<file path="src/rtl/stall_pkg.sv">
package stall_pkg;
    localparam int NUM_CAUSES = 5;
    localparam int VEC_W      = 8;
    localparam int IDX_W      = 3;

    typedef enum logic [IDX_W-1:0] {
        CAUSE_NO_MISS_REG = 3'd0,
        CAUSE_NO_MISS_TGT = 3'd1,
        CAUSE_NO_WB_BUF   = 3'd2,
        CAUSE_COHERENCE   = 3'd3,
        CAUSE_COPY        = 3'd4
    } stall_cause_e;

    // One-hot bit for a valid cause, zero for an absent pulse or index >= NUM_CAUSES
    function automatic logic [VEC_W-1:0] cause_mask(input logic vld,
                                                    input logic [IDX_W-1:0] idx);
        if (vld && (idx < IDX_W'(NUM_CAUSES)))
            return VEC_W'(1) << idx;
        return '0;
    endfunction
endpackage

</file>
<file path="src/rtl/stall_vec_ctrl.sv">
module stall_vec_ctrl
    import stall_pkg::*;
(
    input  logic             clk,
    input  logic             rst,
    input  logic             set_acc_vld,
    input  logic [IDX_W-1:0] set_acc_idx,
    input  logic             set_snp_vld,
    input  logic [IDX_W-1:0] set_snp_idx,
    input  logic             clr_vld,
    input  logic [IDX_W-1:0] clr_idx,
    output logic [VEC_W-1:0] acc_o,
    output logic [VEC_W-1:0] snp_o,
    output logic             open_vld,
    output logic [IDX_W-1:0] open_idx,
    output logic             close_vld,
    output logic [IDX_W-1:0] close_idx
);
    typedef struct packed {
        logic [VEC_W-1:0] acc;
        logic [VEC_W-1:0] snp;
    } vec_state_t;

    vec_state_t st_d, st_q;
    logic [VEC_W-1:0] acc_set_m, snp_set_m, clr_m;

    always_comb begin
        acc_set_m = cause_mask(set_acc_vld, set_acc_idx);
        snp_set_m = cause_mask(set_snp_vld, set_snp_idx);
        clr_m     = cause_mask(clr_vld, clr_idx);
        // set is applied after clear: the set wins on its own vector
        st_d.acc  = (st_q.acc & ~clr_m) | acc_set_m;
        st_d.snp  = (st_q.snp & ~clr_m) | snp_set_m;
        open_vld  = (acc_set_m != '0) && (st_q.acc == '0);
        open_idx  = set_acc_idx;
        close_vld = (st_q.acc != '0) && (st_d.acc == '0);
        close_idx = clr_idx;
    end

    always_ff @(posedge clk) begin
        if (rst) st_q <= '0;
        else     st_q <= st_d;
    end

    assign acc_o = st_q.acc;
    assign snp_o = st_q.snp;
endmodule

</file>
<file path="src/rtl/stall_stat_bank.sv">
module stall_stat_bank
    import stall_pkg::*;
#(
    parameter int CNT_W  = 32,
    parameter int TIME_W = 32
) (
    input  logic              clk,
    input  logic              rst,
    input  logic              open_vld,
    input  logic [IDX_W-1:0]  open_idx,
    input  logic              close_vld,
    input  logic [IDX_W-1:0]  close_idx,
    input  logic [TIME_W-1:0] close_amt,
    input  logic [IDX_W-1:0]  rd_idx,
    output logic [CNT_W-1:0]  rd_ep,
    output logic [CNT_W-1:0]  rd_cyc
);
    localparam int SUM_W = ((TIME_W > CNT_W) ? TIME_W : CNT_W) + 1;
    localparam logic [CNT_W-1:0] CNT_MAX = {CNT_W{1'b1}};

    typedef struct packed {
        logic [NUM_CAUSES-1:0][CNT_W-1:0] ep;
        logic [NUM_CAUSES-1:0][CNT_W-1:0] cyc;
    } stat_state_t;

    stat_state_t st_d, st_q;
    logic [NUM_CAUSES-1:0][CNT_W-1:0] ep_next, cyc_next;

    // per-cause saturating arithmetic
    for (genvar g = 0; g < NUM_CAUSES; g++) begin : g_cause
        logic [SUM_W-1:0] cyc_sum;
        assign cyc_sum     = SUM_W'(st_q.cyc[g]) + SUM_W'(close_amt);
        assign ep_next[g]  = (st_q.ep[g] == CNT_MAX) ? CNT_MAX : st_q.ep[g] + CNT_W'(1);
        assign cyc_next[g] = (cyc_sum > SUM_W'(CNT_MAX)) ? CNT_MAX : cyc_sum[CNT_W-1:0];
    end

    always_comb begin
        st_d   = st_q;
        rd_ep  = '0;
        rd_cyc = '0;
        for (int i = 0; i < NUM_CAUSES; i++) begin
            if (open_vld && (open_idx == IDX_W'(i)))
                st_d.ep[i] = ep_next[i];
            if (close_vld && (close_idx == IDX_W'(i)))
                st_d.cyc[i] = cyc_next[i];
            if (rd_idx == IDX_W'(i)) begin
                rd_ep  = st_q.ep[i];
                rd_cyc = st_q.cyc[i];
            end
        end
    end

    always_ff @(posedge clk) begin
        if (rst) st_q <= '0;
        else     st_q <= st_d;
    end
endmodule

</file>
<file path="src/rtl/stall_tracker.sv">
module stall_tracker
    import stall_pkg::*;
#(
    parameter int CNT_W  = 32,
    parameter int TIME_W = 32
) (
    input  logic             clk,
    input  logic             rst,
    input  logic             set_acc_vld,
    input  logic [2:0]       set_acc_idx,
    input  logic             set_snp_vld,
    input  logic [2:0]       set_snp_idx,
    input  logic             clr_vld,
    input  logic [2:0]       clr_idx,
    input  logic [2:0]       rd_idx,
    output logic [7:0]       acc_vec,
    output logic [7:0]       snp_vec,
    output logic             cpu_blocked,
    output logic             mem_blocked,
    output logic [CNT_W-1:0] rd_episodes,
    output logic [CNT_W-1:0] rd_cycles
);
    typedef struct packed {
        logic [TIME_W-1:0] now;
        logic [TIME_W-1:0] start;
    } time_state_t;

    time_state_t tm_d, tm_q;
    logic             open_vld, close_vld;
    logic [IDX_W-1:0] open_idx, close_idx;
    logic [TIME_W-1:0] close_amt;

    stall_vec_ctrl u_vec (
        .clk         (clk),
        .rst         (rst),
        .set_acc_vld (set_acc_vld),
        .set_acc_idx (set_acc_idx),
        .set_snp_vld (set_snp_vld),
        .set_snp_idx (set_snp_idx),
        .clr_vld     (clr_vld),
        .clr_idx     (clr_idx),
        .acc_o       (acc_vec),
        .snp_o       (snp_vec),
        .open_vld    (open_vld),
        .open_idx    (open_idx),
        .close_vld   (close_vld),
        .close_idx   (close_idx)
    );

    always_comb begin
        tm_d     = tm_q;
        tm_d.now = tm_q.now + TIME_W'(1);
        if (open_vld) tm_d.start = tm_q.now;
        close_amt = tm_q.now - tm_q.start;
    end

    always_ff @(posedge clk) begin
        if (rst) tm_q <= '0;
        else     tm_q <= tm_d;
    end

    stall_stat_bank #(.CNT_W(CNT_W), .TIME_W(TIME_W)) u_stats (
        .clk       (clk),
        .rst       (rst),
        .open_vld  (open_vld),
        .open_idx  (open_idx),
        .close_vld (close_vld),
        .close_idx (close_idx),
        .close_amt (close_amt),
        .rd_idx    (rd_idx),
        .rd_ep     (rd_episodes),
        .rd_cyc    (rd_cycles)
    );

    assign cpu_blocked = |acc_vec;
    assign mem_blocked = |snp_vec;
endmodule

</file>
<file path="config.mk">
export PLATFORM = sky130hd
export DESIGN_NAME = stall_tracker
export DESIGN_NICKNAME = d
export VERILOG_FILES = /design/src/rtl/stall_pkg.sv /design/src/rtl/stall_vec_ctrl.sv /design/src/rtl/stall_stat_bank.sv /design/src/rtl/stall_tracker.sv
export SDC_FILE = /design/constraint.sdc
export NUM_CORES = 1
export LEC_CHECK = 0
export ABC_AREA = 1
export BUFFER_PORTS_ARGS = -buffer_cell sky130_fd_sc_hd__clkbuf_2
export CAP_MARGIN = 20
export CORE_MARGIN = 2
export CORE_UTILIZATION = 30
export CTS_BUF_LIST = sky130_fd_sc_hd__clkbuf_16
export CTS_CLUSTER_DIAMETER = 40
export CTS_CLUSTER_SIZE = 30
export DETAILED_ROUTE_END_ITERATION = 6
export PLACE_DENSITY_LB_ADDON = 0.05
export SLEW_MARGIN = 15
export SYNTH_ARGS = -nofsm -noshare
export SYNTH_HDL_FRONTEND = slang
export SYNTH_HIERARCHICAL = 1
export SYNTH_SLANG_ARGS = --single-unit
</file>
<file path="constraint.sdc">
create_clock -name clk -period 10.9 [get_ports clk]
set_clock_uncertainty 0.2 [all_clocks]
set_input_delay 0.545 -clock clk [delete_from_list [all_inputs] [get_ports clk]]
set_output_delay 0.545 -clock clk [all_outputs]
set_load 0.01 [all_outputs]
</file>
== Yosys cells after proc, flatten, opt, wreduce, memory -nomap -nowiden ==
Cells that the tools add are included.

* Bits in registers: 400
* Latch bits: 0
* Bits in writable memories: 0
* ROM bits: 0
* Bits of input ports: 17
* Logic and storage cells: 112
* Memories kept: 0

* $add $sub $neg: 12
* $mul: 0
* Divide/modulo/power cells: 0
* $lt $le $gt $ge: 8
* Eq/ne operators: 17
* Shifts and indexed selects: 3
* Multiplexer cells: 29
* Bitwise gates (word level): 5
* Reductions and logical operators: 24

{| class="wikitable"
|+ Operators by type and width
! cell !! count
|-
| $mux 32 || 20
|-
| $add 32x1->32 const B || 6
|-
| $add 32x32->33 || 5
|-
| $gt 33x32->1 const B || 5
|-
| $eq 32x32->1 const B || 5
|-
| $mux 8 || 6
|-
| $sub 32x32->32 || 1
|-
| $shl 1x3->8 const A || 3
|-
| $eq 3x2->1 const B || 6
|-
| $and 8x8->8 || 2
|-
| $logic_not 8->1 || 2
|-
| $or 8x8->8 || 2
|-
| $reduce_bool 8->1 || 2
|-
| $reduce_or 8->1 || 2
|-
| $logic_and 1x1->1 || 15
|-
| $eq 3x1->1 const B || 3
|-
| $eq 3x3->1 const B || 3
|-
| $logic_not 3->1 || 3
|-
| $lt 3x3->1 const B || 3
|-
| $not 8->8 || 1
|-
| $mux 1 || 3
|}

== Longest topological paths before layout ==
* Word-level depth: 10
* Gate-level depth with buffers: 27
* Depth with buffers taken out: 26

== Cells and area by module ==
The synthesis kept the hierarchy.

{| class="wikitable"
|+ Modules (own cells, without submodules)
! module !! times used !! cells each !! area each (um2) !! seq. area each (um2)
|-
| stall_stat_bank || 1 || 5231 || 29749.8 || 6406.1
|-
| stall_tracker || 1 || 904 || 5246.3 || 1281.2
|-
| stall_vec_ctrl || 1 || 106 || 742.0 || 320.3
|}

== Worst setup path before layout ==
No wires, ideal clock.

* Kind: register to register
* From: register tm_q[32] (netlist bit)
* To: register u_stats/st_q[88] (netlist bit)
* Data arrival time: 3.171 ns
* Data required time: 10.580 ns
* Slack: 7.409 ns
* Cell stages (with the launch flop): 22
* Clock period less this slack: 3.491 ns
* Path through: dfxtp_1 > inv_1 > ha_1 > fa_1 > inv_1 > nand2_1 > nand3_1 > nand2_1 > nand2_1 > xor2_1 > ha_1 > nand2_1 > inv_1 > nand2_1 > nand2_1 > inv_1 > nand2_1 > nand2_1 > nand3_2 > a21oi_2 > buf_2 > a21oi_1

* Word-level cells in the longest chain between the ends: 4

{| class="wikitable"
|+ RTL lines
! element !! RTL line !! source
|-
| start, declared || stall_tracker.sv:28 || <nowiki>time_state_t tm_d, tm_q;</nowiki>
|-
| start signal, assigned || stall_tracker.sv:59 || <nowiki>else tm_q <= tm_d;</nowiki>
|-
| $sub 32x32->32 * || stall_tracker.sv:54 || <nowiki>close_amt = tm_q.now - tm_q.start;</nowiki>
|-
| named net close_amt[14] || stall_tracker.sv:31 || <nowiki>logic [TIME_W-1:0] close_amt;</nowiki>
|-
| $add 32x32->33 * || stall_stat_bank.sv:32 || <nowiki>assign cyc_sum = SUM_W'(st_q.cyc[g]) + SUM_W'(close_amt);</nowiki>
|-
| $gt 33x32->1 || stall_stat_bank.sv:34 || <nowiki>assign cyc_next[g] = (cyc_sum > SUM_W'(CNT_MAX)) ? CNT_MAX : cyc_sum[CNT_W-1:0];</nowiki>
|-
| $mux 32 * || stall_stat_bank.sv:34 ||
|-
| end signal, assigned || stall_stat_bank.sv:55 || <nowiki>else st_q <= st_d;</nowiki>
|-
| end, declared || stall_stat_bank.sv:26 || <nowiki>stat_state_t st_d, st_q;</nowiki>
|}

Mark *: on every way through the listed nets, which the timed path passes. The rest lies on a longest branch.
A chain may end at the register's enable or synchronous reset.

== Worst setup path after layout ==
* From: register tm_q[32] (netlist bit)
* To: register u_stats/st_q[150] (netlist bit)

Same word-level chain as after synthesis.

==> run_results.csv <==
group,metric,value,unit
run_status,outcome,"completed",
finish,syn_to_final_growth,17.0,%
job,maxCapViolations,0,
cts,htreeDepth,3,
worst_setup_path,crit_path_start_kind,"flop",
yosys,synthAdderAreaFrac,7.23,%
worst_setup_path,crit_slowest_cell,"a21oi_2",
power_and_ir_drop,p_sw,0.00257,W
sta,rsz0062_at_grt,"no",
detailed_routing,routed_wl,156,mm
worst_setup_path,cpPeakStageDelay,0.67,ns
floorplan,start_util,30.3,%
global_route,grt_pass1_wl,232,mm
sta,fin_crit_sh,46.9,%
placed_design,dp.cells,7761,
cts,clock-sinks,400,
finish,multi_input_area,23100,um2
detailed_routing,post-route-drc-count,0,
yosys,netlist_area,35700,um2
finish,drive_above_1_share,7.14,%
placed_design,dp_hpwl,121,mm
yosys,synth_fp_nets,6461,
cts,cts_made_buffers,110,
cts,cts-root-buf,"clkbuf_16",
yosys,syn_area_per_cell,5.73,um2
cts,clk_pin_slew,0.04,ns
detailed_routing,avgViaCountPerCell,4.88,
sta,finalSetupViolations,0,
yosys,synth_compound_area_share,13.7,%
yosys,syn_inst,6241,
cts,hold_buffers,11,
yosys,synthMuxAreaShare,0,%
worst_setup_path,path_class,"reg2reg",
sta,final-max-slew-violation-count,0,
finish,fin_area,41800,um2
yosys,seq_area_frac_synth,22.4,%
floorplan,coreArea,118000,um2
finish,final_nets,6569,
power_and_ir_drop,pwr-share-comb,29.5,%
global_route,grt_overflow,0,
floorplan,pin_count,99,
placed_design,place_area,37800,um2
power_and_ir_drop,seq_power_share,21.8,%
yosys,synth_warnings,6,
global_route,antenna_found_initial,5,
yosys,synth_top_family_by_area,"simple AND/OR/NAND/NOR gates",
power_and_ir_drop,clock_power_share,48.6,%
cts,clock_path_buffers,3,
detailed_routing,num_vias,38935,
worst_setup_path,path_cells,"inv_1 > ha_1 > fa_1 > inv_1 > nand3_1 > nand3_1 > nand2_1 > a21oi_1 > nor2_1 > nand2_1 > nand2_1 > ha_1 > nand2_1 > nor2_1 > and2_1 > nand3_1 > nand3_1 > a21oi_2 > buf_4 > a21oi_1",
cts,cts-resized-gates,0,
placed_design,numPortBuffers,98,
worst_setup_path,cp_max_fo,12,
yosys,ys_ff_latch,400,
yosys,yosys.area_share.simple,39.3,%
detailed_routing,drt_iter0_markers,3039,
worst_setup_path,arrival,5.50,ns
finish,fillCellCount,13358,
sta,worst_pin_slew,1.10,ns
finish,seq_area,8010,um2
sta,slew_headroom,26.6,%
min_path,hp-class,"in2reg",
power_and_ir_drop,ir_drop,0.118,mV
floorplan,dieArea,122000,um2
power_and_ir_drop,p_per_area,167,nW/um2
finish,finalNonFillerCells,7981,
detailed_routing,ant_nets,0,
cts,cts_setup_buffers,0,
floorplan,fp-row-count,126,
power_and_ir_drop,p_leak,20.4,nW
worst_setup_path,cp-end-kind,"flop",
worst_setup_path,worstPathRequired,11.28,ns
cts,clock_latency,0.72,ns
power_and_ir_drop,sw_frac_of_total,36.9,%
sta,fmax,0.196,GHz
sta,finalHoldViolCount,0,
detailed_routing,wl_per_cell,19.5,um
worst_setup_path,r2r_slack,5.79,ns
placed_design,gp_congestion,0.918,
power_and_ir_drop,intPower,0.00439,W
cts,tritoncts,"built",
floorplan,die_y,349,um
detailed_routing,firstDrtPassIters,5,
floorplan,fp.dieW,349,um
yosys,synth_xor_area_share,4.36,%
global_route,first_global_vias,36540,
global_route,grtUsageTotal,25.0,%
sta,post-route-min-period,5.11,ns
yosys,synth.distinct_cells,56,
global_route,grt_max_degree,151,
sta,totalNegativeSetupSlack,0,ns
## kinds of logic after synthesis
| family | after synthesis |
|---|---|
| and+or+nand+nor | 3352 |
| buffers and inverters | 1210 |
| AOI/OAI and AO/OA | 898 |
| DFF | 400 |
| adders and majority gates | 203 |
| xor gates and xnor gates | 178 |
## synth_stat cells, drive strengths merged
cell type	instances	area (um2)
inv	1052	3950
dfxtp	400	8010
a2111oi	1	8.76
nor3b	7	62.6
o221ai	11	96.3
and2	6	37.5
ha	197	2460
o211ai	21	158
nand4	61	382
nor2	577	2330
o21bai	9	67.6
a21o	5	37.5
a22oi	1	7.51
clkinv	2	7.51
nand2	2141	8110
fa	6	120
o22ai	32	200
and3	6	37.5
o21ai	255	1280
nor4	10	75.1
buf	45	293
a31oi	24	163
a21boi	1	7.51
clkbuf	111	419
nand3	397	2080
nand3b	28	210
a221oi	17	149
o31ai	5	37.5
a21oi	513	2650
or2	9	58.8
xor2	107	937
nor3	110	662
o21a	3	22.5
xnor2	71	622
## registers in the layout, summed over array words and instances (netlist names)
signal and flops:
u_stats/st_q 320, u_vec/acc_o 8, tm_q 64, u_vec/snp_o 8
## worst max-delay path: cells and delay by family (launching register included)
kind / cells / cell delay, ns
buf+inv: 3 / 0.57
flops: 1 / 0.38
fa+ha+maj: 3 / 1.25
simple gates: 11 / 1.58
compound gates: 3 / 0.98
## power by group through the flow
stage	logic, W	clock network (W)	registers (W)
5_1_grt	0.00230	0.00354	0.00152
6_report	0.00206	0.00339	0.00152
4_1_cts	0.00204	0.00346	0.00152
3_5_place_dp	0.00203	0	0.00155
3_3_place_gp	0.00204	0	0.00155
2_1_floorplan	0.00138	0	0.00154
## layout make-up
cell class,instances,share of cell area [%]
multi-input cells,4631,55.3
flip-flops and latches,400,19.2
inverters,1054,9.47
clock buffers,111,6.65
well taps,1536,4.60
clock inverters,96,2.54
repair buffers,152,2.31
diodes,1,0.00599
## worst paths after layout
path / cells past startpoint / to / from
max: 20 / u_stats/st_q[150] / tm_q[32]
min: 3 / u_vec/acc_o[3] / set_acc_idx[0]
max reg2reg: 20 / u_stats/st_q[150] / tm_q[32]
min reg2reg: 2 / u_vec/snp_o[6] / u_vec/snp_o[6]
## layout by cell type (no fill, tap or decap), types with 22 or more instances in the layout
| cell type | n |
|---|---|
| dfxtp_1 | 400 |
| nand4_1 | 61 |
| nand3_1 | 383 |
| o22ai_1 | 32 |
| inv_1 | 1046 |
| nor3_1 | 93 |
| xnor2_1 | 71 |
| inv_2 | 22 |
| nand2_2 | 22 |
| nand2_1 | 2117 |
| a31oi_1 | 22 |
| nor2_1 | 539 |
| o21ai_0 | 251 |
| nand3b_1 | 28 |
| clkbuf_16 | 111 |
| clkinv_2 | 23 |
| clkbuf_2 | 97 |
| ha_1 | 197 |
| a21oi_1 | 495 |
| xor2_1 | 107 |
| buf_4 | 41 |
## through the flow
stage | util [%] | setup slack [ns] | hold WS (ns) | total power [W]
CTS | 35.4 | 5.80 | 0.00278 | 0.00702
detailed placement | 32.0 | 5.80 | 0.229 | 0.00358
global placement | 32.0 | 5.85 | 0.229 | 0.00359
global route | 35.4 | 5.46 | 0.0249 | 0.00735
finish | 35.4 | 5.79 | 0.0589 | 0.00696
floorplan | - | 7.41 | 0.240 | 0.00291
## metal layers
layer	global-route usage, %	share of wire [%]
met5	0	0
met4	6.47	2.5
met3	3.17	5.2
met2	37.9	42
met1	36.9	50
Power figures use the tool's default switching activity.
